[src/rtl/hpar_pkg.sv]
package hpar_pkg;

  localparam int CW = 24;

  typedef enum logic [1:0] {
    WS_8   = 2'd0,
    WS_16  = 2'd1,
    WS_24  = 2'd2,
    WS_24B = 2'd3
  } wsize_e;

  typedef enum logic [2:0] {
    CR_CTRL = 3'd0,
    CR_STAT = 3'd1,
    CR_RX   = 3'd2,
    CR_TX   = 3'd3,
    CR_SEL  = 3'd4,
    CR_DIR  = 3'd5,
    CR_DAT  = 3'd6,
    CR_RSV  = 3'd7
  } creg_e;

  localparam logic [2:0] HI_STAT = 3'd0;
  localparam logic [2:0] HI_HIGH = 3'd5;
  localparam logic [2:0] HI_MID  = 3'd6;
  localparam logic [2:0] HI_LOW  = 3'd7;

  typedef struct packed {
    logic   host_en;
    logic   dma_en;
    logic   ie_tx;
    logic   ie_rx;
    wsize_e wsize;
    logic   mux;
  } ctrl_t;

  function automatic logic uses_high(input wsize_e ws);
    return (ws == WS_24) || (ws == WS_24B);
  endfunction

  function automatic logic uses_mid(input wsize_e ws);
    return ws != WS_8;
  endfunction

  function automatic logic [CW-1:0] pack_word(input wsize_e ws, input logic [7:0] h,
                                              input logic [7:0] m, input logic [7:0] l);
    case (ws)
      WS_8:    return {16'h0000, l};
      WS_16:   return {8'h00, m, l};
      default: return {h, m, l};
    endcase
  endfunction

endpackage

[src/rtl/hpar_addr_dec.sv]
module hpar_addr_dec #(
  parameter logic [1:0] MUX_PAGE = 2'b00
) (
  input  logic       clk,
  input  logic       rst,
  input  logic       mux,
  input  logic       en,
  input  logic       cs,
  input  logic       rd,
  input  logic       wr,
  input  logic       as_a0,
  input  logic       a1_a8,
  input  logic       a2_a9,
  input  logic [7:0] d_i,
  output logic       wr_evt,
  output logic       rd_evt,
  output logic [2:0] idx
);

  logic [2:0] lat_idx;
  logic       lat_ok;
  logic       acc;

  // address phase of the multiplexed bus
  always_ff @(posedge clk) begin
    if (rst) begin
      lat_idx <= '0;
      lat_ok  <= 1'b0;
    end else if (en && mux && cs && as_a0) begin
      lat_idx <= d_i[2:0];
      lat_ok  <= (d_i[7:3] == 5'd0) && ({a2_a9, a1_a8} == MUX_PAGE);
    end
  end

  assign acc    = en && cs && (mux ? (!as_a0 && lat_ok) : 1'b1);
  assign wr_evt = acc && wr;
  assign rd_evt = acc && rd && !wr;
  assign idx    = mux ? lat_idx : {a2_a9, a1_a8, as_a0};

endmodule

[src/rtl/hpar_rx_path.sv]
module hpar_rx_path
  import hpar_pkg::*;
(
  input  logic          clk,
  input  logic          rst,
  input  wsize_e        wsize,
  input  logic          wr_evt,
  input  logic [2:0]    idx,
  input  logic [7:0]    d_i,
  input  logic          core_rd,
  output logic [CW-1:0] rx_word,
  output logic          rx_full,
  output logic          pend
);

  logic [7:0] st_h, st_m, st_l;
  logic       wr_ok, lo_wr;

  assign wr_ok = wr_evt && !pend;
  assign lo_wr = wr_ok && (idx == HI_LOW);

  always_ff @(posedge clk) begin
    if (rst) begin
      st_h    <= '0;
      st_m    <= '0;
      st_l    <= '0;
      rx_word <= '0;
      rx_full <= 1'b0;
      pend    <= 1'b0;
    end else begin
      if (wr_ok && idx == HI_HIGH && uses_high(wsize)) st_h <= d_i;
      if (wr_ok && idx == HI_MID && uses_mid(wsize))   st_m <= d_i;
      if (lo_wr) st_l <= d_i;
      if (core_rd) rx_full <= 1'b0;
      // second stage hands over once the core has drained the first
      if (pend && !rx_full) begin
        rx_word <= pack_word(wsize, st_h, st_m, st_l);
        rx_full <= 1'b1;
        pend    <= 1'b0;
      end
      if (lo_wr) begin
        if (!rx_full) begin
          rx_word <= pack_word(wsize, st_h, st_m, d_i);
          rx_full <= 1'b1;
        end else begin
          pend <= 1'b1;
        end
      end
    end
  end

endmodule

[src/rtl/hpar_tx_path.sv]
module hpar_tx_path
  import hpar_pkg::*;
(
  input  logic          clk,
  input  logic          rst,
  input  wsize_e        wsize,
  input  logic          core_wr,
  input  logic [CW-1:0] core_wdata,
  input  logic          rd_evt,
  input  logic [2:0]    idx,
  output logic          tx_empty,
  output logic          out_full,
  output logic [7:0]    rd_byte
);

  logic [CW-1:0] tx_hold, out_w;
  logic          tx_full, lo_rd, move;

  assign lo_rd    = rd_evt && (idx == HI_LOW) && out_full;
  assign move     = tx_full && !out_full;
  assign tx_empty = !tx_full;

  always_ff @(posedge clk) begin
    if (rst) begin
      tx_hold  <= '0;
      tx_full  <= 1'b0;
      out_w    <= '0;
      out_full <= 1'b0;
    end else begin
      if (move) begin
        out_w    <= tx_hold;
        out_full <= 1'b1;
        tx_full  <= 1'b0;
      end
      if (core_wr) begin
        tx_hold <= core_wdata;
        tx_full <= 1'b1;
      end
      if (lo_rd) out_full <= 1'b0;
    end
  end

  always_comb begin
    case (idx)
      HI_HIGH: rd_byte = uses_high(wsize) ? out_w[23:16] : 8'h00;
      HI_MID:  rd_byte = uses_mid(wsize) ? out_w[15:8] : 8'h00;
      HI_LOW:  rd_byte = out_w[7:0];
      default: rd_byte = 8'h00;
    endcase
  end

endmodule

[src/rtl/hpar_gpio.sv]
module hpar_gpio #(
  parameter int N = 16
) (
  input  logic         clk,
  input  logic         rst,
  input  logic         we_sel,
  input  logic         we_dir,
  input  logic         we_dat,
  input  logic [N-1:0] wdata,
  input  logic [N-1:0] gp_i,
  output logic [N-1:0] sel,
  output logic [N-1:0] dir,
  output logic [N-1:0] dat,
  output logic [N-1:0] rd_val,
  output logic [N-1:0] gp_o,
  output logic [N-1:0] gp_oe
);

  always_ff @(posedge clk) begin
    if (rst) begin
      sel <= '0;
      dir <= '0;
      dat <= '0;
    end else begin
      if (we_sel) sel <= wdata;
      if (we_dir) dir <= wdata;
      if (we_dat) dat <= wdata;
    end
  end

  for (genvar i = 0; i < N; i++) begin : g_pin
    assign gp_oe[i]  = sel[i] & dir[i];
    assign gp_o[i]   = sel[i] & dat[i];
    assign rd_val[i] = sel[i] & (dir[i] ? dat[i] : gp_i[i]);
  end

endmodule

[src/rtl/hpar_port.sv]
module hpar_port
  import hpar_pkg::*;
#(
  parameter int         GP_N     = 16,
  parameter logic [1:0] MUX_PAGE = 2'b00
) (
  input  logic            clk,
  input  logic            rst,
  input  logic            host_cs,
  input  logic            host_rd,
  input  logic            host_wr,
  input  logic            host_as_a0,
  input  logic            host_a1_a8,
  input  logic            host_a2_a9,
  input  logic [7:0]      host_d_i,
  output logic [7:0]      host_d_o,
  output logic            host_d_oe,
  input  logic [2:0]      core_addr,
  input  logic            core_we,
  input  logic            core_re,
  input  logic [CW-1:0]   core_wdata,
  output logic [CW-1:0]   core_rdata,
  output logic            core_irq,
  output logic            core_dma_rx,
  output logic            core_dma_tx,
  input  logic [GP_N-1:0] gp_i,
  output logic [GP_N-1:0] gp_o,
  output logic [GP_N-1:0] gp_oe
);

  localparam int CTRL_W = $bits(ctrl_t);

  ctrl_t           ctrl;
  logic            h_wr, h_rd;
  logic [2:0]      h_idx;
  logic            rx_full, rx_pend, tx_empty, out_full;
  logic [CW-1:0]   rx_word;
  logic [7:0]      tx_byte;
  logic [GP_N-1:0] gp_sel, gp_dir, gp_dat, gp_rd;
  logic            core_rd_rx, core_wr_tx;

  assign core_rd_rx = core_re && (core_addr == CR_RX);
  assign core_wr_tx = core_we && (core_addr == CR_TX);

  always_ff @(posedge clk) begin
    if (rst) ctrl <= '0;
    else if (core_we && core_addr == CR_CTRL) ctrl <= ctrl_t'(core_wdata[CTRL_W-1:0]);
  end

  hpar_addr_dec #(.MUX_PAGE(MUX_PAGE)) u_dec (
    .clk(clk), .rst(rst), .mux(ctrl.mux), .en(ctrl.host_en),
    .cs(host_cs), .rd(host_rd), .wr(host_wr),
    .as_a0(host_as_a0), .a1_a8(host_a1_a8), .a2_a9(host_a2_a9), .d_i(host_d_i),
    .wr_evt(h_wr), .rd_evt(h_rd), .idx(h_idx)
  );

  hpar_rx_path u_rx (
    .clk(clk), .rst(rst), .wsize(ctrl.wsize), .wr_evt(h_wr), .idx(h_idx),
    .d_i(host_d_i), .core_rd(core_rd_rx),
    .rx_word(rx_word), .rx_full(rx_full), .pend(rx_pend)
  );

  hpar_tx_path u_tx (
    .clk(clk), .rst(rst), .wsize(ctrl.wsize), .core_wr(core_wr_tx),
    .core_wdata(core_wdata), .rd_evt(h_rd), .idx(h_idx),
    .tx_empty(tx_empty), .out_full(out_full), .rd_byte(tx_byte)
  );

  hpar_gpio #(.N(GP_N)) u_gpio (
    .clk(clk), .rst(rst),
    .we_sel(core_we && core_addr == CR_SEL),
    .we_dir(core_we && core_addr == CR_DIR),
    .we_dat(core_we && core_addr == CR_DAT),
    .wdata(core_wdata[GP_N-1:0]), .gp_i(gp_i),
    .sel(gp_sel), .dir(gp_dir), .dat(gp_dat), .rd_val(gp_rd),
    .gp_o(gp_o), .gp_oe(gp_oe)
  );

  // core read port, one cycle latency
  always_ff @(posedge clk) begin
    if (rst) begin
      core_rdata <= '0;
    end else if (core_re) begin
      case (creg_e'(core_addr))
        CR_CTRL: core_rdata <= CW'(ctrl);
        CR_STAT: core_rdata <= CW'({tx_empty, rx_full});
        CR_RX:   core_rdata <= rx_word;
        CR_SEL:  core_rdata <= CW'(gp_sel);
        CR_DIR:  core_rdata <= CW'(gp_dir);
        CR_DAT:  core_rdata <= CW'(gp_rd);
        default: core_rdata <= '0;
      endcase
    end
  end

  // host read port, one cycle latency
  always_ff @(posedge clk) begin
    if (rst) begin
      host_d_o  <= '0;
      host_d_oe <= 1'b0;
    end else begin
      host_d_oe <= h_rd;
      if (h_rd) host_d_o <= (h_idx == HI_STAT) ? {6'b0, out_full, !rx_pend} : tx_byte;
    end
  end

  assign core_irq    = (ctrl.ie_rx & rx_full) | (ctrl.ie_tx & tx_empty);
  assign core_dma_rx = ctrl.dma_en & rx_full;
  assign core_dma_tx = ctrl.dma_en & tx_empty;

endmodule

[config.mk]
export PLATFORM = sky130hd
export DESIGN_NAME = hpar_port
export DESIGN_NICKNAME = d
export VERILOG_FILES = /design/src/rtl/hpar_pkg.sv /design/src/rtl/hpar_addr_dec.sv /design/src/rtl/hpar_rx_path.sv /design/src/rtl/hpar_tx_path.sv /design/src/rtl/hpar_gpio.sv /design/src/rtl/hpar_port.sv
export SDC_FILE = /design/constraint.sdc
export NUM_CORES = 1
export LEC_CHECK = 0
export BUFFER_PORTS_ARGS = -buffer_cell sky130_fd_sc_hd__buf_2
export CORE_ASPECT_RATIO = 0.8
export CORE_UTILIZATION = 30
export DETAILED_ROUTE_END_ITERATION = 16
export PLACE_DENSITY = 0.48
export SKIP_LAST_GASP = 1
export SYNTH_ARGS = -nofsm -noshare
export SYNTH_HDL_FRONTEND = slang
export SYNTH_HIERARCHICAL = 1
export SYNTH_SLANG_ARGS = --single-unit
export TNS_END_PERCENT = 1
[constraint.sdc]
create_clock -name clk -period 5.33 [get_ports clk]
set_input_delay 0.7995 -clock clk [delete_from_list [all_inputs] [get_ports clk]]
set_output_delay 0.7995 -clock clk [all_outputs]
set_load 0.005 [all_outputs]
==> metrics, run 1 <==
outcome=complete, but fails checks; violated checks=DRC; initial antenna violation count=0; vias per cell=4.921; Int Pwr=2174 uW; I/O pin count=approximately 130; number of remaining DRC errors=14; largest net degree at the start of global routing=70; Slew @ Worst Pin=1.189 ns; Max-Cap Viols=0; clock latency on the worst-skew pair=roughly 0.44 ns; clk slew on worst S/H paths=0.07 ns; setup TNS=0 ns; Initial Util=0.3077; DR iter-0 viols=486; fin area=10070 sq um; Gate power share=0.062; DP HPWL=between 15000 and 20000 microns; count of pins over their slew limit=0; Leakage Power=0.003959 uW; Pwr per Cell Area=291.9 nW/um^2; number of H-tree levels=4; GRT Total Usage=0.1762; Core ar.=28490 sq um; number of flops mapped to enable cells by yosys=0; TritonRoute pass-1 iters=11; global-route wire length before repair=39830 microns; max incr delay on CP=between 0.9 and 1 ns; worst rel slew slack=0.2066; fillcell total=2996; CTS buffer count=17; CTS tree=built; vias in the first global route=6543; Layout Nets=1066; Multi-input gate area=4478 sq um; synthesized area per cell=9.559 sq um; Sequential Power Share=0.499; die area=about 30000 sq um; Final ANT Viol Nets=0; Crit-path slowest cell=and3_1; Cell Area, Synth=8766 sq um; die width=193.1 microns; syn nets=~1000; cells along the critical path=buf_2 > and2b_1 > and3_1 > mux2i_1 > nor2_1; power share of the clock group=0.439; RD Place Congestion=0.7742; Placed Area=9495 sq um; Final Power=2940 uW; Post-CTS Setup Bufs=0; nature of the critical path endpoint=flip-flop; Post-synth ARST share=0; Hold Fails Final Rpt=0; ANT cells=0; Cell Count Post-Placement=1356; post-cts sizing count=0; FF+latch area=3844 sq um; Sw Share=0.2605; Layout Cells excl Fill=1388; Crit Path Category=in -> reg; Psw=766.1 uW; clk sinks=192; routed length per instance=18.77 microns; Max VDD drop=0.0002453 V; area delta synth->final=14.93%; commonest register cell after synthesis=dfxtp_1; Port Buf Inserts=128; Yosys warnings=6; RSZ-0062 raised after global routing=no; WL final=26050 microns; register area share after synthesis=0.4385; minimum clock period=2.679 ns; ratio of cells with drive above 1 in the final layout=0.2033; period utilization=0.5025; Syn Inst Count=917; Final setup viols=0; root buffer cell=clkbuf_16; Yosys cell types=65; crit path launch type=input port; Die H=between 150 and 200 microns; hold crit path type=reg -> reg; FP Rows=55; CP bufs+invs=1; Arrival @ worst endpoint=2.97 ns; Post-CTS Hold Fix Bufs=0; vias after detailed routing=6831; GRT Residual Overflow=0; family with the most delay on the worst path=simple AND/OR/NAND/NOR gates; worst-case clock buffer depth=2; Fmax=0.3733 GHz; CP required=5.62 ns; CP max FO=24; register bit total from synthesis=between 150 and 200; clk_skew=0.01384 ns
-- cell type report --
class	count	area share
multi-input cells	655	0.4445
clock inverters	14	0.01490
clock buffers	18	0.04260
well taps	370	0.04595
repair buffers	135	0.06905
flip-flops and latches	192	0.3815
inverters	4	0.001490
-- sequential cells by signal, summed over array words and instances (netlist names) --
register,flops
core_rdata,24
u_rx/rx_word,24
u_tx/out_w,24
u_tx/tx_hold,24
u_gpio/dat,16
u_gpio/dir,16
u_gpio/sel,16
host_d_o,8
u_rx/st_h,8
u_rx/st_l,8
u_rx/st_m,8
ctrl,7
u_dec/lat_idx,3
host_d_oe,1
u_dec/lat_ok,1
u_rx/pend,1
u_rx/rx_full,1
u_tx/out_full,1
u_tx/tx_full,1
-- routing by layer --
layer / track usage / vias to the layer above / wire length [microns]
li1: - / 3395 / -
met1: 0.2623 / 3287 / 13660
met2: 0.2629 / 129 / 11320
met3: 0.03113 / 20 / 878
met4: 0.03646 / 0 / 189
met5: 0 / - / 0
-- synthesized netlist by cell type, types with 3 or more instances --
library cell,number,area [sq um]
a211oi_1,3,22.52
a21o_1,17,127.6
a21oi_1,26,130.1
a21oi_2,21,183.9
a22o_1,10,87.58
a22oi_1,34,255.2
a31o_1,8,70.07
and2_1,36,225.2
buf_1,4,15.01
buf_12,3,60.06
buf_2,15,75.07
buf_4,8,60.06
buf_6,12,135.1
clkbuf_1,22,82.58
dfxtp_1,192,3844
inv_1,3,11.26
mux2_1,3,33.78
mux2_2,4,45.04
mux2i_1,139,1391
nand2_1,94,352.8
nand2b_1,11,68.82
nand3_1,8,40.04
nand3b_1,3,22.52
nor2_1,110,412.9
nor2b_1,39,244.0
nor3_1,16,80.08
o21ai_0,5,25.02
o221ai_1,8,70.07
o22ai_1,9,56.30
o31ai_1,3,22.52
o41ai_1,8,70.07
or3_1,3,18.77
-- power by group through the flow --
stage / registers (uW) / clock network (uW) / logic [uW]
after CTS: 1470 / 1320 / 184
after detailed placement: 1500 / 0 / 183
after global placement: 1500 / 0 / 183
final: 1470 / 1290 / 183
after global routing: 1470 / 1390 / 198
after floorplan: 1490 / 0 / 114
-- placed cells by master, fill, tap and decap left out, types with 17 or more instances in the layout --
cell       netlist  routed
buf_2           15     127
and2_1          36      36
dfxtp_1        192     192
a22oi_1         34      34
nor2_1         110     110
a21oi_2         21      21
a21o_1          17      17
nor2b_1         39      39
mux2i_1        139     139
clkbuf_16        0      17
nand2_1         94      94
a21oi_1         26      26
-- path summary, 6_finish.rpt --
kind,startpoint,end,slack [ns],depth (start not counted)
worst min register to register,core_rdata[7],core_rdata[7],0.46,1
worst max-delay path,core_addr[2],u_gpio/dir[1],2.65,5
worst min-delay path,core_rdata[7],core_rdata[7],0.46,1
worst max register to register,ctrl[0],u_rx/st_l[7],2.79,4
-- kinds of logic after synthesis --
family | Yosys count | synth area share
flops | 192 | 0.4385
buf+inv | 70 | 0.05195
simple gates | 344 | 0.2001
mux | 147 | 0.1703
compound gates | 164 | 0.1392
-- per-stage QoR --
step                setup WS, ns    util  hold slack [ns]
detailed placement         2.275  0.3333           0.4344
finish                     2.651  0.3536           0.4550
global placement           2.316  0.3333           0.4362
global route               2.547  0.3536           0.4724
CTS                        2.737  0.3536           0.4567
floorplan                  3.068       -           0.4312
(Power assumes the default switching activity.)
==> inputs of run 2 (changes only) <==
- ABC_AREA: default -> 1
- PLACE_DENSITY: 0.48 -> 0.5
- clock period: 5.33 -> 2.17 ns (I/O delays scaled with it)
==> metrics, run 2 <==
number of flops mapped to enable cells by yosys=0 (unchanged); register area share after synthesis=0.4252 (-0.01329); I/O pin count=129 (unchanged); fin area=10610 sq um (+5.3%); Hold Path End=u_tx/tx_hold[18]; largest net degree at the start of global routing=50 (-29%); Syn Inst Count=1385 (+51%); Reg2Reg Launch Point=ctrl[6]; Port Buf Inserts=128 (unchanged); clk sinks=192 (unchanged); Max VDD drop=0.0006085 V (+150%); outcome=completed; register bit total from synthesis=192 (unchanged); minimum clock period=1.964 ns; clk slew on worst S/H paths=0.07 ns (about the same); R2R depth=10 (+6); CP required=2.50 ns (-3.12 ns); Final ANT Viol Nets=0 (unchanged); Gate power share=0.072 (+0.010); DP HPWL=20500 microns (+12%); top cell type's share of synthesized area=0.4252 (-0.01329); leading area contributor after synthesis=dfxtp_1; synthesized area per cell=6.527 sq um (-32%); Crit Path Category=reg -> reg; setup TNS=0 ns (unchanged); post-cts sizing count=0 (unchanged); CP max FO=16 (-33%); area delta synth->final=17.40%; nature of the critical path endpoint=flip-flop; initial antenna violation count=0 (unchanged); Sequential Power Share=0.497 (-0.002); number of remaining DRC errors=0 (-14); Commonest cells post-synth=nand2_1 (381), nor2_1 (322), dfxtp_1 (192); global-route wire length before repair=43970 microns (+10%); Final setup viols=0 (unchanged); Max-Cap Viols=0 (unchanged); number of H-tree levels=4 (unchanged); TritonRoute pass-1 iters=5 (-6); RSZ-0062 raised after global routing=yes; period utilization=0.9052; CTS tree=built; FP Rows=56 (+1.8%); die area=30840 sq um (+3.1%); Die H=157.3 microns (+1.5%); cell count of the worst hold path=3 (+2); Layout Nets=1562 (+47%); RD Place Congestion=0.8224 (+6.2%); Arrival @ worst endpoint=2.30 ns (-0.67 ns); count of pins over their slew limit=0 (unchanged); Placed Area=10010 sq um (+5.4%); hold crit path type=in -> reg; vias after detailed routing=8653 (+27%); worst rel slew slack=0.5477 (+0.3410); most common library cell in the layout ignoring fill and taps=nand2_1; r2r setup slk=0.21 ns (-2.58 ns); CTS buffer count=17 (unchanged); fillcell total=3309 (+10%); clock latency on the worst-skew pair=0.45 ns (about the same); vias per cell=4.507 (-8.4%); root buffer cell=clkbuf_16; ANT cells=0 (unchanged); Cell Count Post-Placement=1886 (+39%); routed length per instance=14.35 microns (-24%); Psw=1934 uW (+150%); R2R Path End=u_rx/rx_word[14]; clk_skew=0.01437 ns (+0.0005322 ns); worst-case clock buffer depth=2 (unchanged); Initial Util=0.3065 (-0.001230); crit path launch type=flip-flop; GRT Residual Overflow=0 (unchanged); die width=196.1 microns (+1.5%); Sw Share=0.2629 (+0.002383); Cell Area, Synth=9040 sq um (+3.1%); WL final=27550 microns (+5.8%); Yosys cell types=31 (-52%); Post-CTS Hold Fix Bufs=0 (unchanged); Slew @ Worst Pin=0.6775 ns (-0.5116 ns); Layout Cells excl Fill=1920 (+38%); Post-synth ARST share=0 (unchanged); commonest register cell after synthesis=dfxtp_1; power share of the clock group=0.431 (-0.008); Pwr per Cell Area=693.2 nW/um^2 (+140%); Core ar.=29500 sq um (+3.5%); most common cell in the netlist=nand2_1; most frequent cells in the layout=nand2_1 (381), nor2_1 (321), dfxtp_1 (192), inv_1 (132), buf_2 (128); Yosys warnings=6 (unchanged); hold_sp=core_wdata[18]; Fmax=0.5091 GHz; syn nets=1446 (+48%); ratio of cells with drive above 1 in the final layout=0.1532 (-0.05010); GRT Total Usage=0.1860 (+0.009795); Hold Fails Final Rpt=0 (unchanged); Int Pwr=5422 uW (+150%); Leakage Power=0.005227 uW (+32%); vias in the first global route=7958 (+22%); Area contributors post-synth=dfxtp_1 (43%), nand2_1 (16%), nor2_1 (13%); DR iter-0 viols=600 (+23%)
-- run 2: changes by cell type after synthesis, sizes merged, moves of 11 or more --
cell / change
nor2b: -39
nand2: +290
nand2b: -11
nor2: +231
mux2i: -139
o21ai: +80
and2: -36
a22oi: -34
nand4: +17
nand3: +82
nor3: -13
inv: +137
a21o: -17
-- run 2: layout make-up --
class	instances	area (sq um)	share of cell area
clock buffers	19	442.9	0.04174
multi-input cells	989	4242	0.3997
clock inverters	13	145.1	0.01368
repair buffers	159	898.4	0.08465
inverters	142	533.0	0.05022
flip-flops and latches	192	3844	0.3622
well taps	406	508.0	0.04787
-- run 2: critical path, stage by stage (launching register included) --
cell,delay [ns]
dfxtp_1,0.45
nand2_1,0.14
inv_1,0.07
o211ai_1,0.11
nor2_1,0.20
inv_1,0.06
o21bai_1,0.32
nand2_1,0.09
buf_4,0.20
nor2_1,0.16
nor2_1,0.05
-- run 2: power by group through the flow --
stage	registers [uW]	clock network, uW	logic, uW
2_1_floorplan	3710	0	347
3_3_place_gp	3740	0	529
3_5_place_dp	3740	0	531
4_1_cts	3660	3260	533
5_1_grt	3670	3450	600
6_report	3660	3170	531
-- run 2: how the worst max path moves through the flow --
stage | end | start
finish | u_rx/rx_word[14] | ctrl[6]
global route | u_rx/rx_word[14] | ctrl[6]
CTS | u_rx/rx_word[9] | ctrl[6]
detailed placement | u_rx/rx_word[6] | ctrl[6]
global placement | u_rx/rx_word[6] | ctrl[6]
floorplan | u_tx/tx_hold[0] | core_addr[2]
-- run 2: routing by layer --
metal  vias up  global-route usage  part of all wire
li1       4524                   -                 -
met1      3908              0.2639              0.51
met2       197              0.2845              0.43
met3        24             0.03750             0.051
met4         0             0.05171             0.013
met5         -                   0                 0
-- run 2: metrics by stage --
stage	hold slack [ns]	setup slack (ns)	util	total power (uW)
global placement	0.4515	0.2248	0.3393	4268
CTS	0.08396	0.1575	0.3593	7454
detailed placement	0.4539	0.1855	0.3393	4269
finish	0.09926	0.2057	0.3598	7356
global route	0.09176	-0.00004596	0.3598	7720
floorplan	0.3946	0.2940	-	4058
-- run 2: cells by family after synthesis --
| group | share of synthesized area |
|---|---|
| AOI/OAI and AO/OA | 0.08222 |
| and+or+nand+nor | 0.3834 |
| muxes | 0.001246 |
| buffers and inverters | 0.1080 |
| DFF | 0.4252 |
-- run 2: repair_timing --
item                                    4_1_cts  5_1_grt
endpoints found under the setup margin        0       18
endpoints found under the hold margin         0        0
buffers inserted                              0        2
==> inputs of run 3 (changes only) <==
- ABC_AREA: 1 -> default
==> metrics, run 3 (synthesized netlist as in run 1, its figures left out) <==
die area=29910 sq um (-3.0%); Sequential Power Share=0.490 (-0.007); CP endpoint=host_d_o[0]; Max-Cap Viols=0 (unchanged); Arrival @ worst endpoint=2.39 ns (+0.09 ns); Reg2Reg Launch Point=ctrl[0]; Layout Nets=1097 (-30%); violated checks=DRC; number of remaining DRC errors=6 (+6); r2r setup slk=0.13 ns (-0.07 ns); GRT Residual Overflow=0 (unchanged); die width=193.1 microns (-1.5%); CP max FO=8 (-8); crit path launch type=flip-flop; TritonRoute pass-1 iters=11 (+6); Pwr per Cell Area=709.8 nW/um^2 (+2.4%); ANT cells=0 (unchanged); Port Buf Inserts=128 (unchanged); Gate power share=0.066 (-0.006); area delta synth->final=18.11%; hold crit path type=in -> reg; CP required=2.52 ns (+0.02 ns); DP HPWL=18700 microns (-8.8%); I/O pin count=129 (unchanged); Final setup viols=0 (unchanged); clock latency on the worst-skew pair=0.45 ns (about the same); largest net degree at the start of global routing=44 (-12%); setup TNS=0 ns (unchanged); Hold Fails Final Rpt=0 (unchanged); RD Place Congestion=0.7950 (-3.3%); CTS tree=built; vias per cell=4.952 (+9.9%); Core ar.=28490 sq um (-3.4%); root buffer cell=clkbuf_16; Placed Area=9753 sq um (-2.6%); outcome=complete, but fails checks; most common library cell in the layout ignoring fill and taps=dfxtp_1; worst rel slew slack=0.5097 (-0.03793); Max VDD drop=0.0005708 V (-6.2%); Initial Util=0.3077 (+0.001230); post-cts sizing count=0 (unchanged); CTS buffer count=17 (unchanged); WL final=25870 microns (-6.1%); Post-CTS Setup Bufs=0 (unchanged); initial antenna violation count=1 (+1); fillcell total=2941 (-11%); RSZ-0062 raised after global routing=no; clk slew on worst S/H paths=0.07 ns (about the same); vias after detailed routing=7027 (-19%); FP Rows=55 (-1.8%); nature of the critical path endpoint=flip-flop; routed length per instance=18.23 microns (+27%); power share of the clock group=0.445 (+0.014); Leakage Power=0.004119 uW (-21%); Crit Path Category=reg -> reg; R2R Path End=host_d_o[0]; R2R depth=6 (-4); fin area=10350 sq um (-2.4%); global-route wire length before repair=39830 microns (-9.4%); minimum clock period=2.036 ns (+0.07200 ns); worst hold margin=0.1212 ns (+0.02189 ns); Die H=154.9 microns (-1.5%); Slew @ Worst Pin=0.7339 ns (+0.05637 ns); Post-CTS Hold Fix Bufs=0 (unchanged); Worst setup startpoint=ctrl[0]; Int Pwr=5496 uW (+1.4%); worst-case clock buffer depth=2 (unchanged); GRT Total Usage=0.1761 (-0.009923); Final ANT Viol Nets=0 (unchanged); Sw Share=0.2522 (-0.01067); clk sinks=192 (unchanged); vias in the first global route=6804 (-15%); period utilization=0.9384 (+0.03318); Final Power=7350 uW (about the same); Psw=1854 uW (-4.1%); count of pins over their slew limit=0 (unchanged); clk_skew=0.01169 ns (-0.002680 ns); most frequent cells in the layout=dfxtp_1 (192), mux2i_1 (139), buf_2 (127), nor2_1 (110), nand2_1 (94); DR iter-0 viols=530 (-12%); ratio of cells with drive above 1 in the final layout=0.2269 (+0.07365); number of H-tree levels=4 (unchanged); Fmax=0.4911 GHz (-3.5%)
run 3: cell types whose count changed in the layout (fill, tap and decap cells not counted), sizes merged, moves of 13 or more:
cell,delta
nand4,-17
nor3,+13
o21ai,-80
nor2,-231
and2,+36
nand3,-82
a22oi,+34
inv,-140
nor2b,+39
mux2i,+139
nand2,-290
a21o,+17
run 3: layout make-up:
class | instances | area (sq um) | share of cell area
clock buffer | 19 | 442.9 | 0.04278
clock inverter | 13 | 157.7 | 0.01523
inverter | 4 | 15.01 | 0.001450
multi-input combinational | 655 | 4478 | 0.4325
sequential | 192 | 3844 | 0.3712
tap | 370 | 462.9 | 0.04471
timing repair buffer | 166 | 953.4 | 0.09208
run 3: power groups by stage:
stage / sequential (uW) / clock [uW] / combinational, uW
after floorplan: 3670 / 0 / 281
after global placement: 3680 / 0 / 482
after detailed placement: 3680 / 0 / 483
after CTS: 3600 / 3370 / 484
after global routing: 3610 / 3500 / 519
final: 3600 / 3270 / 482
run 3: per-stage QoR:
step                std cells    util  setup slack, ns
detailed placement       1387  0.3423           0.1332
global route             1419  0.3634         0.005111
global placement         1387  0.3423           0.1428
finish                   1419  0.3634           0.1337
CTS                      1419  0.3634           0.1129
floorplan                 917       -           0.2478
run 3: worst min-delay path by stage:
| stage | start | end | slack, ns | cells past startpoint |
|---|---|---|---|---|
| floorplan | rst | u_dec/lat_ok | 0.39 | 1 |
| global placement | u_tx/tx_hold[1] | u_tx/out_w[1] | 0.45 | 2 |
| detailed placement | core_rdata[11] | core_rdata[11] | 0.44 | 1 |
| CTS | core_wdata[21] | u_tx/tx_hold[21] | 0.11 | 3 |
| global route | core_wdata[23] | u_tx/tx_hold[23] | 0.12 | 3 |
| finish | core_wdata[23] | u_tx/tx_hold[23] | 0.12 | 3 |
run 3: critical path, stage by stage (launching register included):
cell,delay (ns)
dfxtp_1,0.52
mux2_1,0.41
and4b_1,0.48
a22o_1,0.19
a21o_1,0.08
mux2i_1,0.06
a211oi_1,0.22
run 3: metal layers:
metal,vias to the layer above,GRT usage,share of wire
met4,2,0.04874,0.016
met2,169,0.2668,0.44
met5,-,0,0.00046
met3,25,0.03587,0.038
li1,3466,-,-
met1,3365,0.2512,0.50
